### config.mk
export PLATFORM = sky130hd
export DESIGN_NAME = pf_timing_pred
export DESIGN_NICKNAME = d
export VERILOG_FILES = /design/src/rtl/pftp_pkg.sv /design/src/rtl/pftp_e2e_lat.sv /design/src/rtl/pftp_history.sv /design/src/rtl/pftp_divider.sv /design/src/rtl/pf_timing_pred.sv
export SDC_FILE = /design/constraint.sdc
export NUM_CORES = 2
export LEC_CHECK = 0
export ABC_AREA = 1
export BUFFER_PORTS_ARGS = -buffer_cell sky130_fd_sc_hd__buf_2
export CAP_MARGIN = 40
export CORE_ASPECT_RATIO = 0.8
export CORE_UTILIZATION = 55
export CTS_CLUSTER_SIZE = 25
export DETAILED_ROUTE_END_ITERATION = 6
export GPL_TIMING_DRIVEN = 0
export HOLD_SLACK_MARGIN = 0.08
export PLACE_DENSITY = 0.72
export SLEW_MARGIN = 40
export SYNTH_ARGS = -nofsm -noshare
export SYNTH_HDL_FRONTEND = slang
export SYNTH_SLANG_ARGS = --single-unit
### constraint.sdc
create_clock -name clk -period 5.03 [get_ports clk]
set_clock_uncertainty 0.15 [all_clocks]
set_input_delay 0.2515 -clock clk [delete_from_list [all_inputs] [get_ports clk]]
set_output_delay 0.2515 -clock clk [all_outputs]
set_load 0.02 [all_outputs]
### src/rtl/pftp_pkg.sv
package pftp_pkg;
  typedef enum logic [1:0] {
    ST_IDLE,
    ST_READ,
    ST_LOAD,
    ST_DIV
  } calc_st_e;
endpackage

### src/rtl/pftp_e2e_lat.sv
module pftp_e2e_lat #(
  parameter int TS_W    = 32,
  parameter int DEPTH_W = 4,
  parameter int LAT_W   = 16
) (
  input  logic               clk,
  input  logic               rst,
  input  logic               load,
  input  logic [DEPTH_W-1:0] depth,
  input  logic [LAT_W-1:0]   hop,
  input  logic [LAT_W-1:0]   dev,
  output logic [TS_W-1:0]    e2e
);
  logic [TS_W-1:0] path_lat;

  // Path term grows linearly with the number of switch levels.
  always_comb path_lat = TS_W'(depth) * TS_W'(hop);

  always_ff @(posedge clk) begin
    if (rst)       e2e <= '0;
    else if (load) e2e <= path_lat + TS_W'(dev);
  end
endmodule

### src/rtl/pftp_history.sv
module pftp_history #(
  parameter int TS_W  = 32,
  parameter int DEPTH = 20,
  localparam int CNT_W = $clog2(DEPTH + 1),
  localparam int PTR_W = $clog2(DEPTH)
) (
  input  logic             clk,
  input  logic             rst,
  input  logic             push,
  input  logic [TS_W-1:0]  stamp,
  output logic [CNT_W-1:0] count,
  output logic [TS_W-1:0]  newest,
  output logic [TS_W-1:0]  oldest
);
  logic [TS_W-1:0]  mem [DEPTH];
  logic [PTR_W-1:0] wr_ptr;
  logic [PTR_W-1:0] rd_ptr;
  logic             full;

  always_comb begin
    full   = (count == CNT_W'(DEPTH));
    // Before the ring fills, the first slot written is the oldest.
    rd_ptr = full ? wr_ptr : '0;
  end

  // Plain write port, no reset: maps onto block RAM.
  always_ff @(posedge clk) begin
    if (push) mem[wr_ptr] <= stamp;
  end

  // Registered read port keeps the RAM inference intact.
  always_ff @(posedge clk) begin
    oldest <= mem[rd_ptr];
  end

  always_ff @(posedge clk) begin
    if (rst) begin
      wr_ptr <= '0;
      count  <= '0;
      newest <= '0;
    end else if (push) begin
      newest <= stamp;
      wr_ptr <= (wr_ptr == PTR_W'(DEPTH - 1)) ? '0 : wr_ptr + PTR_W'(1);
      if (!full) count <= count + CNT_W'(1);
    end
  end
endmodule

### src/rtl/pftp_divider.sv
module pftp_divider #(
  parameter int N_W = 32,
  parameter int D_W = 5,
  localparam int STEP_W = $clog2(N_W + 1)
) (
  input  logic            clk,
  input  logic            rst,
  input  logic            start,
  input  logic [N_W-1:0]  dividend,
  input  logic [D_W-1:0]  divisor,
  output logic            done,
  output logic [N_W-1:0]  quotient
);
  logic [D_W-1:0]    rem;
  logic [D_W-1:0]    dvs;
  logic [STEP_W-1:0] steps;
  logic              busy;
  logic [D_W:0]      shifted;
  logic [D_W:0]      diff;
  logic              take;

  // One restoring step: bring in the next dividend bit, subtract if it fits.
  always_comb begin
    shifted = {rem, quotient[N_W-1]};
    diff    = shifted - {1'b0, dvs};
    take    = (shifted >= {1'b0, dvs});
  end

  always_ff @(posedge clk) begin
    if (rst) begin
      rem      <= '0;
      dvs      <= '0;
      steps    <= '0;
      busy     <= 1'b0;
      done     <= 1'b0;
      quotient <= '0;
    end else begin
      done <= 1'b0;
      if (start) begin
        rem      <= '0;
        dvs      <= divisor;
        quotient <= dividend;
        steps    <= STEP_W'(N_W);
        busy     <= 1'b1;
      end else if (busy) begin
        quotient <= {quotient[N_W-2:0], take};
        rem      <= take ? diff[D_W-1:0] : shifted[D_W-1:0];
        steps    <= steps - STEP_W'(1);
        if (steps == STEP_W'(1)) begin
          busy <= 1'b0;
          done <= 1'b1;
        end
      end
    end
  end
endmodule

### src/rtl/pf_timing_pred.sv
module pf_timing_pred
  import pftp_pkg::*;
#(
  parameter int TS_W       = 32,
  parameter int HIST_DEPTH = 20,
  parameter int DEPTH_W    = 4,
  parameter int LAT_W      = 16
) (
  input  logic               clk,
  input  logic               rst,
  input  logic               arr_read_i,
  input  logic               arr_hit_i,
  input  logic               lat_load_i,
  input  logic [DEPTH_W-1:0] sw_depth_i,
  input  logic [LAT_W-1:0]   hop_delay_i,
  input  logic [LAT_W-1:0]   dev_lat_i,
  output logic [TS_W-1:0]    now_o,
  output logic [TS_W-1:0]    e2e_lat_o,
  output logic               pred_valid_o,
  output logic [TS_W-1:0]    pred_next_o,
  output logic [TS_W-1:0]    issue_time_o,
  output logic               fire_o
);
  localparam int CNT_W = $clog2(HIST_DEPTH + 1);

  calc_st_e         st;
  logic             arrival;
  logic [CNT_W-1:0] hist_cnt;
  logic [TS_W-1:0]  newest;
  logic [TS_W-1:0]  oldest;
  logic [TS_W-1:0]  span;
  logic [TS_W-1:0]  mean_gap;
  logic [TS_W-1:0]  pred_sum;
  logic [TS_W-1:0]  lead;
  logic [CNT_W-1:0] gaps;
  logic             div_start;
  logic             div_done;
  logic             due;
  logic             armed;

  always_comb begin
    arrival   = arr_read_i | arr_hit_i;
    // Sum of consecutive gaps telescopes to newest - oldest (mod 2^TS_W).
    span      = newest - oldest;
    gaps      = hist_cnt - CNT_W'(1);
    pred_sum  = newest + mean_gap;
    div_start = (st == ST_LOAD);
    // Signed distance past the issue time; sign bit clear means due.
    lead      = now_o - issue_time_o;
    due       = ~lead[TS_W-1];
  end

  always_ff @(posedge clk) begin
    if (rst) now_o <= '0;
    else     now_o <= now_o + TS_W'(1);
  end

  pftp_e2e_lat #(
    .TS_W   (TS_W),
    .DEPTH_W(DEPTH_W),
    .LAT_W  (LAT_W)
  ) u_e2e (
    .clk  (clk),
    .rst  (rst),
    .load (lat_load_i),
    .depth(sw_depth_i),
    .hop  (hop_delay_i),
    .dev  (dev_lat_i),
    .e2e  (e2e_lat_o)
  );

  pftp_history #(
    .TS_W (TS_W),
    .DEPTH(HIST_DEPTH)
  ) u_hist (
    .clk   (clk),
    .rst   (rst),
    .push  (arrival),
    .stamp (now_o),
    .count (hist_cnt),
    .newest(newest),
    .oldest(oldest)
  );

  pftp_divider #(
    .N_W(TS_W),
    .D_W(CNT_W)
  ) u_div (
    .clk     (clk),
    .rst     (rst),
    .start   (div_start),
    .dividend(span),
    .divisor (gaps),
    .done    (div_done),
    .quotient(mean_gap)
  );

  always_ff @(posedge clk) begin
    if (rst) begin
      st           <= ST_IDLE;
      armed        <= 1'b0;
      fire_o       <= 1'b0;
      pred_valid_o <= 1'b0;
      pred_next_o  <= '0;
      issue_time_o <= '0;
    end else begin
      fire_o <= 1'b0;
      if (arrival) begin
        // A fresh arrival voids the old estimate and any pending issue.
        pred_valid_o <= 1'b0;
        armed        <= 1'b0;
        st           <= (hist_cnt != '0) ? ST_READ : ST_IDLE;
      end else begin
        unique case (st)
          ST_READ: st <= ST_LOAD;
          ST_LOAD: st <= ST_DIV;
          ST_DIV: begin
            if (div_done) begin
              pred_next_o  <= pred_sum;
              issue_time_o <= pred_sum - e2e_lat_o;
              pred_valid_o <= 1'b1;
              armed        <= 1'b1;
              st           <= ST_IDLE;
            end
          end
          default: begin
            if (armed && due) begin
              fire_o <= 1'b1;
              armed  <= 1'b0;
            end
          end
        endcase
      end
    end
  end
endmodule

**Word-level counts from Yosys, hierarchy flattened**

Memory sizes are Yosys's and may differ from the RTL's. A register that Yosys moved wholly into a read port is not among the register bits.
Cells that the tools add are included.

- Add/subtract/negate cells: 11
- Multipliers: 1
- Order comparisons: 1
- Equal/unequal tests: 8
- Mux-type cells: 21
- Bitwise logic cells: 6
- Reduce and logical (&&, ||, !) cells: 15

Operator list:

| cell | count |
|---|---|
| subtractor 32 bit | 3 |
| 2-to-1 mux 32 bit | 2 |
| adder 32 x 1 -> 32 bit (second input constant) | 1 |
| adder 32 bit | 1 |
| adder 20 x 16 -> 21 bit | 1 |
| multiplier 4 x 16 -> 20 bit | 1 |
| 2-to-1 mux 5 bit | 3 |
| 2-to-1 mux 6 bit | 2 |
| adder 5 x 1 -> 5 bit (second input constant) | 2 |
| == test 5 bit (second input constant) | 2 |
| 2-to-1 mux 1 bit | 10 |
| == test 6 x 1 -> 1 bit (second input constant) | 1 |
| >= comparator 6 x 5 -> 1 bit | 1 |
| one-hot mux 2 bit (3 select lines) | 1 |
| AND reduction 2 bit | 3 |
| AND reduction 3 bit | 2 |
| OR reduction 2 bit | 3 |
| subtractor 6 x 1 -> 6 bit (second input constant) | 1 |
| inverter 1 bit | 5 |
| nonzero test 5 bit | 1 |
| OR reduction 5 bit | 1 |
| subtractor 5 x 1 -> 5 bit (second input constant) | 1 |
| subtractor 5 bit | 1 |
| == test 2 bit (second input constant) | 2 |
| other kinds (10) | 12 |

- Register bits: 225
- Bits in writable memories: 640
- Output and inout port bits: 130
- Logic and storage cells: 82
- Memories: 1

Memories:

| memory | words | bits a word | rd ports | clocked after Yosys merged registers in | write ports | line | text |
|---|---|---|---|---|---|---|---|
| u_hist.mem | 20 | 32 | 1 | 1 | 1 | pftp_history.sv:15 | `logic [TS_W-1:0] mem [DEPTH];` |

**Longest topological paths before layout**

- Depth after elaboration: 5
- Mapped depth: 23
- Mapped depth without buffers: 23

**Cells and area by module**

Synthesis repeated with hierarchy kept, for this count alone.

- Cells, all modules: 5133
- Area, all modules: 46042.9 um^2

By module, submodules not included:

| module | instances | cells each | area an instance (um^2) | seq. area each (um^2) |
|---|---|---|---|---|
| pftp_history | 1 | 2513 | 29276.8 | 20699.9 |
| pf_timing_pred | 1 | 1696 | 10578.9 | 2021.9 |
| pftp_e2e_lat | 1 | 572 | 3671.0 | 420.4 |
| pftp_divider | 1 | 352 | 2516.2 | 1001.0 |

**Worst setup path before layout**

OpenSTA, ideal clock, no wires.

- Path type: input to register
- Start point: input port sw_depth_i[2]
- End point: register u_e2e.e2e[17]
- Arrival: 3.894 ns
- Required time: 4.822 ns
- Slack: 0.928 ns
- Stages on the path: 21
- Path through: clkbuf_1 clkbuf_1 nand2_1 inv_1 fa_1 fa_1 inv_1 fa_1 inv_1 ha_1 a21o_1 inv_1 nor2_1 nor2_1 nand3_1 a21oi_1 o21ai_0 or2_2 nand3_1 o211ai_1 inv_1

- Cells in the longest elaborated chain, start to end: 2

Ends and longest elaborated chain:

| element | line | text |
|---|---|---|
| from (decl) | pf_timing_pred.sv:14 | `input logic [DEPTH_W-1:0] sw_depth_i,` |
| multiplier 4 x 16 -> 20 bit | pftp_e2e_lat.sv:17 | `always_comb path_lat = TS_W'(depth) * TS_W'(hop);` |
| adder 20 x 16 -> 21 bit | pftp_e2e_lat.sv:21 | `else if (load) e2e <= path_lat + TS_W'(dev);` |
| to (signal assigned) | pftp_e2e_lat.sv:21 |  |
| to (decl) | pftp_e2e_lat.sv:12 | `output logic [TS_W-1:0] e2e` |

Every way passes these cells.
A chain may end at the register's enable or synchronous reset.

**Worst setup path after layout**

- Start point: register u_hist.newest[0]
- End point: register issue_time_o[29]

- Cells in the longest elaborated chain, start to end: 2

Ends and longest elaborated chain:

| element | line | text |
|---|---|---|
| from (decl) | pftp_history.sv:12 | `output logic [TS_W-1:0] newest,` |
| from (signal assigned) | pftp_history.sv:42 | `newest <= stamp;` |
| adder 32 bit | pf_timing_pred.sv:46 | `pred_sum = newest + mean_gap;` |
| named net pred_sum[20] | pf_timing_pred.sv:33 | `logic [TS_W-1:0] pred_sum;` |
| subtractor 32 bit | pf_timing_pred.sv:120 | `issue_time_o <= pred_sum - e2e_lat_o;` |
| to (signal assigned) | pf_timing_pred.sv:120 |  |
| to (decl) | pf_timing_pred.sv:21 | `output logic [TS_W-1:0] issue_time_o,` |

The timed path passes the listed nets, and every way through them passes these cells.

==> metrics <==
simple-gate area share of the yosys netlist 0.175; critical path buffer and inverter count 2; cell mode on critical path nand3_1; Detail Route Antenna Nets 0; GP Congestion 0.978; Routed WL 138000 µm; slowest CP cell fa_1; Final period util 0.941; Synth Instances 4558; peak supply drop 283 µV; Synth Flop Type edfxtp_1; core area 0.0791 mm²; # DRC 0; compound-gate portion of the synthesized area 0.126; max cap viols 0; Synth area leader edfxtp_1; status finished clean; Syn-to-layout area delta 13.8%; crit path kind reg -> reg; RSZ-0062 raised after global routing no; initial antenna violation count 2; CTS H-Tree Depth 3; Fin. Hold Viols 0; CP Capture Type flip-flop; fraction of synthesized cell area in xor and xnor cells 0.0145; EDFF count, synth 640; fin. max-slew vios 0; Overflow after GRT 0; root buf cell clkbuf_16; Worst Hold Class in -> reg; f_max 211 MHz; Synth Area in Adders 0.0672; final core utilization 0.636; hpwl dp 101000 µm; first-pass GRT wire length 204000 µm; Yosys Warn Count 0; ys async rst share 0; mux contribution to synthesized area 0; Leak 21.6 nW; largest net degree at the start of global routing 30; fin crit period 4.73 ns; CTS Buf Count 88; top post-synthesis cells by area edfxtp_1, dfxtp_1, nand2_1, o211ai_1, inv_1; syn_area_per_cell 9.69 µm²; Seq cells post-synth 886; largest family of logic cells by synthesized area simple AND/OR/NAND/NOR gates; clk buf depth 3; pin slew with the least headroom to its limit 0.909 ns; full die area 0.0814 mm²; hold_ws 0.165 ns; Core Rows 92; Die Y-Extent 255 µm; fraction of layout cells with a size suffix above 1 0.154; number of global-route vias before repair 33200; via count 35300; Skew-Pair Late Insertion Delay 0.68 ns; chip width 319 µm; Initial Util 0.558; final setup violation count 0; power per cell area 339 mW/mm²; crit-path max cell delay 0.45 ns; mapped cell area 0.0442 mm²; Port Buffers 153; Iter 0 DRT Violations 4220; arrival time at the worst endpoint 5.21 ns; Post-Route Setup TNS 0 ns; crit-path max FO 6; I/O Pins 171; CTS tree done; CTS clk-pin slew, worst paths 0.06 ns; cell-by-cell trace of the critical path ha_1 -> fa_1 -> nand3_1 -> nand3_1 -> nand3_1 -> nand3b_1 -> a31o_2 -> xor2_2 -> inv_1 -> ha_1 -> a21oi_1 -> o21ai_0 -> a21oi_1 -> o21ai_0 -> nor2_1 -> nand3_1 -> nor2_1 -> nand2_1 -> o21ai_1 -> inv_1 -> nor2_1; Tot GR Track Use 0.335; number of distinct library cells after synthesis 52; clk sinks 886; post-synthesis sequential area ratio 0.547; CP required 5.50 ns; relative max-transition margin 0.394; Pre-antenna DRT Iters 6; share of the synthesized area in the top cell type 0.435; CP top delay family simple AND/OR/NAND/NOR gates; post-layout net count 5109; routed len/inst 23.1 µm; Vias/cell 5.92; crit path launch type flip-flop
-- kinds of logic (layout without fill, tap and decap cells) --
group | after synthesis | in the layout
simple gates | 1681 | 1681
compound gates | 922 | 922
flops | 886 | 886
buf+inv | 786 | 1143
fa+ha+maj | 209 | 209
xor+xnor | 73 | 73
other cells | 1 | 12
-- metrics by stage --
step | std cells | area (µm²) | power (mW) | setup WS, ns
2_1_floorplan | 4568 | 44200 | 9.73 | 0.928
3_3_place_gp | 5755 | 46300 | 10.4 | -1.46
3_5_place_dp | 5796 | 47300 | 10.4 | 0.293
4_1_cts | 5958 | 50200 | 17.0 | 0.316
5_1_grt | 5959 | 50300 | 17.6 | 0.100
6_report | 5960 | 50300 | 17.1 | 0.296
-- cell usage after synthesis, types with 4 or more instances --
master      n
a211oi_1    4
a21boi_0    4
a21o_1      5
a21oi_1   246
a31oi_1    58
buf_1      12
buf_2      60
buf_4      16
clkbuf_1  125
dfxtp_1   246
edfxtp_1  640
fa_1       47
ha_1      162
inv_1     567
nand2_1   631
nand2_2     5
nand3_1   231
nand3_2     5
nand3b_1    8
nand4_1    93
nor2_1    378
nor2_2     15
nor3_1     36
nor4_1      5
o211ai_1  284
o21a_1     37
o21ai_0   254
o21ai_1     7
o21bai_1    7
o22ai_1     5
or2_2     261
xnor2_1    28
xor2_1     45
-- what timing repair did --
action                                  in CTS  in global routing
gates resized for setup                      0                  1
hold buffers                                 6                  0
endpoints found under the setup margin       0                  1
hold endpoints to repair                    11                  0
buffers inserted                             0                  0
-- where the power goes --
part | internal (mW) | total (mW) | switching [mW] | leakage [nW]
logic | 0.791 | 2.32 | 1.53 | 11.9
registers | 7.92 | 8.03 | 0.106 | 8.22
clock network | 3.80 | 6.72 | 2.92 | 1.41
-- path summary, 6_finish.rpt --
check	from	endpoint	slack (ns)	depth (start not counted)
setup / recovery	u_hist.newest[0]$_SDFFE_PP0N_	issue_time_o[29]$_SDFFE_PP0P_	0.30	21
setup reg to reg	u_hist.newest[0]$_SDFFE_PP0N_	issue_time_o[29]$_SDFFE_PP0P_	0.30	21
hold / removal	hop_delay_i[15]	u_e2e.e2e[20]$_SDFFE_PP0P_	0.17	7
hold reg to reg	armed$_SDFFE_PP0P_	armed$_SDFFE_PP0P_	0.33	2
-- layout make-up --
cell class,instances,area (µm²)
timing repair buffer,201,1650
inverter,571,2140
tap,1034,1290
clock inverter,46,598
clock buffer,110,2300
buffer,215,968
sequential,886,24200
fill,6390,28800
antenna,1,2.50
multi-input combinational,2896,17100
-- flip-flops by register name, indices dropped and copies added (netlist names), 6 cells and up --
signal,count
issue_time_o,32
now_o,32
pred_next_o,32
u_div.quotient,32
u_div.steps,6
u_e2e.e2e,21
u_hist.mem,640
u_hist.newest,32
u_hist.oldest,32
-- placed cells by master, fill, tap and decap left out, drive strengths merged, types with 162 or more instances in the layout --
master / instances
o21ai: 261
inv: 576
o211ai: 284
buf: 285
clkbuf: 235
ha: 162
dfxtp: 246
nand2: 636
nor2: 396
or2: 263
a21oi: 246
edfxtp: 640
nand3: 236
-- tightest hold or removal path, delay by kind of cell --
family	cells	cell delay [ns]
simple gates	3	0.20
buf+inv	2	0.20
fa+ha+maj	2	0.30
-- routing by layer --
metal	vias up	global-route usage	wire length, µm
met1	16800	0.487	58600
met5	-	0	0
li1	16300	-	-
met3	264	0.0984	17500
met4	0	0.114	5020
met2	1897	0.476	56600
Power figures use the tool's default switching activity.
